## src/rtl/legacy_window_router.sv

```systemverilog
module legacy_window_router #(
  parameter int ADDR_W = 32,
  parameter int CFG_AW = 4
) (
  input  logic              clk,
  input  logic              rst_n,
  input  logic              cfg_we,
  input  logic [CFG_AW-1:0] cfg_addr,
  input  logic [31:0]       cfg_wdata,
  input  logic              req_valid,
  output logic              req_ready,
  input  logic [ADDR_W-1:0] req_addr,
  input  logic              req_write,
  input  logic [1:0]        req_src,
  input  logic              req_nosnoop,
  input  logic              req_iwb,
  output logic              out_valid,
  input  logic              out_ready,
  output logic              out_to_hub,
  output logic              out_err
);
  localparam int NSEG   = 13;
  localparam int ATTR_W = 2 * NSEG;

  logic [ATTR_W-1:0] attr;
  logic [3:0]        seg;
  logic [1:0]        seg_bits;
  logic              in_win, bypass, allowed, to_hub, accept;

  assign in_win   = (req_addr[ADDR_W-1:18] == (ADDR_W-18)'(3));
  assign seg      = (req_addr[17:16] == 2'b11) ? 4'd12 : req_addr[17:14];
  assign seg_bits = attr[{seg, 1'b0} +: 2];
  assign bypass   = req_nosnoop && (req_src != 2'd0) && req_addr[17];
  assign allowed  = req_write ? seg_bits[1] : seg_bits[0];
  assign to_hub   = in_win && !bypass && !allowed;

  assign req_ready = !out_valid || out_ready;
  assign accept    = req_valid && req_ready;

  always_ff @(posedge clk) begin
    if (!rst_n) begin
      attr <= '0;
    end else if (cfg_we && cfg_addr == '0) begin
      attr <= cfg_wdata[ATTR_W-1:0];
    end
  end

  always_ff @(posedge clk) begin
    if (!rst_n) begin
      out_valid  <= 1'b0;
      out_to_hub <= 1'b0;
      out_err    <= 1'b0;
    end else if (accept) begin
      out_valid  <= 1'b1;
      out_to_hub <= to_hub;
      out_err    <= to_hub && req_iwb;
    end else if (out_ready) begin
      out_valid  <= 1'b0;
    end
  end
endmodule

```

## config.mk

```make
export PLATFORM = sky130hd
export DESIGN_NAME = legacy_window_router
export DESIGN_NICKNAME = d
export VERILOG_FILES = /design/src/rtl/legacy_window_router.sv
export SDC_FILE = /design/constraint.sdc
export NUM_CORES = 1
export LEC_CHECK = 0
export BUFFER_PORTS_ARGS = -buffer_cell sky130_fd_sc_hd__buf_4
export CORE_MARGIN = 8
export CORE_UTILIZATION = 41
export CTS_CLUSTER_DIAMETER = 60
export DETAILED_ROUTE_END_ITERATION = 7
export PLACE_DENSITY = 0.75
export SLEW_MARGIN = 10
export SYNTH_ARGS = -nofsm -noshare
export SYNTH_HDL_FRONTEND = slang
export SYNTH_SLANG_ARGS = --single-unit
```

## constraint.sdc

```tcl
create_clock -name clk -period 3 [get_ports clk]
set_input_delay 0.3 -clock clk [delete_from_list [all_inputs] [get_ports clk]]
set_output_delay 0.3 -clock clk [all_outputs]
set_load 0.03 [all_outputs]
```

==> flow_summary.yaml <==
timing:
  fmax_mhz: 629
  drv_slew: 0
  period_share: 0.530
  finalClockSkew_ps: 4.79
  relSlewSlack: 0.430
  setup_viol: 0
  tns_ps: 0
  hold_viol: 0
  worst_slew_pin_slew_ps: 853
  min_period_ps: 1590
  rsz0062_at_grt: "no"
die:
  die_area_sq_um: 5500
  initial_core_util: 0.422
  row_count: 21
  die_w_microns: 74.2
  die_y_microns: 74.2
  coreArea_sq_um: 3280
  io_pins: 82
clock_network:
  cts_tree: "built"
  htreeDepth: 2
  clk_pin_slew_ps: 90
  cts-root-buf: "clkbuf_4"
  cts_buffer_depth: 2
  cts_hold_buf: 0
  cts_buffers: 5
  clock_latency_ps: 320
  cts_sinks: 29
  post-cts-setup-buffer-count: 0
  cts_resized: 0
critical_path:
  cp_max_fo: 26
  endpoint_kind: "flip-flop"
  required_ps: 3250
  start_kind: "input port"
  critPathMaxStageDelay_ps: 750
  critPathArrivalTime_ps: 1840
  crit_path_top_delay_cell: "and2_1"
  path_class: "input port to flip-flop"
  worstPathCellList: "buf_4, nor4_1, and2_1, nand2_1, a21boi_1"
logic_synthesis:
  yosysWarnings: 0
  ys_seq_area_frac: 0.419
  synth_top_area_share: 0.419
  syn_nets: 240
  yosysTopAreaCell: "dfxtp_1"
  yosysUniqueCellTypes: 28
  netlist_instances: 162
  syn_area_sq_um: 1390
  synth-seq-cells: 29
  avgSynthCellArea_sq_um: 8.56
  synthTopCellsByArea: "dfxtp_1 42%, nand2_1 16%, a21boi_1 14%, mux4_2 6.5%, mux2i_1 2.9%"
place:
  place.gp.congestion: 0.771
  io_buffers: 61
  hpwl_mm: 2.71
routing:
  drc: 0
  dr_wl_met2_mm: 1.68
  vias_per_cell: 4.90
  drt_pass1_iterations: 4
  highest_layer: "met4"
  wl_per_cell_microns: 13.2
  drt-initial-drc-count: 62
  wl_met3_microns: 394
  dr_total_vias: 1307
  wl_met1_mm: 1.42
  final_antenna_net_count: 0
  wirelength_mm: 3.52
global_routing:
  grt_pass1_vias: 1268
  grt_max_degree: 31
  grt_antenna_before_repair: 0
  grt-ovfl-total: 0
  grt_usage: 0.129
  grt_pass1_wl_mm: 5.42
min_path:
  hp-class: "input port to flip-flop"
layout:
  final_util: 0.579
  antenna_cells: 0
  syn_to_final_growth_pct: 37.1
  drive_above_1_share: 0.335
  fin_nets: 298
run_status:
  status: "finished clean"
flow_run:
  cap_violations: 0
power_and_ir_drop:
  max-vdd-ir-drop_uv: 231
  p_leak_uw: 0.000777
  power_density_nw_per_um2: 377
## layout make-up
cell class	count	area [sq um]
Timing Repair Buffer	61	458
Inverter	2	7.51
Multi-Input combinational cell	121	748
Clock buffer	8	48.8
Tap cell	46	57.6
Fill cell	335	1380
Sequential cell	29	581
## placed cells by master, fill, tap and decap left out, types with 2 or more instances in the layout
cell type,count
a21boi_1,26
buf_4,61
nor4_1,4
nand2b_1,3
inv_1,2
mux4_2,4
nor2_1,3
clkbuf_4,5
nand3_1,4
dfxtp_1,29
nand2_1,58
clkbuf_1,3
mux2i_1,4
## cells in the mapped netlist
library cell and count:
mux2i_1 4, o2111ai_2 1, dfxtp_1 29, nor2_1 3, clkbuf_1 5, nand4b_1 1, o211ai_1 1, nand2b_1 3
buf_2 4, o21ai_2 1, nand2_1 58, buf_6 1, a21boi_0 1, o21ba_2 1, mux4_2 4, a21boi_1 26
a21oi_1 1, o211a_1 1, o211ai_2 1, o21a_1 1, and2_1 1, nor4_1 4, nor4bb_1 1, nand3_1 4
or2_1 1, a2bb2oi_1 1, nor2b_1 1, inv_1 2
## worst max-delay path: cells and delay by family
| kind | cells | cell delay [ps] |
|---|---|---|
| buf+inv | 1 | 110 |
| simple gates | 3 | 1250 |
| compound gates | 1 | 180 |
## cells by family after synthesis
kind of cell,synth area share
buffers and inverters,0.0415
DFF,0.419
AOI/OAI and AO/OA,0.208
muxes,0.0939
and+or+nand+nor,0.238
## flip-flops by register name, summed over array words and instances, names as in the netlist
register,count
out_err,1
attr,26
out_to_hub,1
out_valid,1
## stage by stage
step / hold WS, ps / setup WS (ps) / power, uW / instances / cell area (sq um)
6_report: 214 / 1410 / 717 / 267 / 1900
5_1_grt: 206 / 1190 / 752 / 267 / 1900
4_1_cts: 204 / 1370 / 727 / 267 / 1900
3_5_place_dp: 444 / 1030 / 511 / 259 / 1850
3_3_place_gp: 438 / 1150 / 509 / 259 / 1850
2_1_floorplan: 432 / 1500 / 444 / 162 / 1390
## report_power, final
part	switching, uW	internal (uW)
combinational	39.0	68.8
clock	123	93.2
sequential	2.45	390
## path summary, 6_finish.rpt
kind	start	slack, ps	end	cells after the start
worst max register to register	attr[7]	1580	out_err	5
worst min-delay path	cfg_wdata[8]	210	attr[8]	3
worst max-delay path	cfg_addr[1]	1410	attr[3]	5
worst min register to register	out_to_hub	450	out_to_hub	2
## per-layer routing
layer	track usage	vias to the layer above
li1	-	670
met1	0.130	584
met2	0.218	49
met3	0.0728	4
met4	0.0466	0
met5	0	-
(Power assumes the default switching activity.)
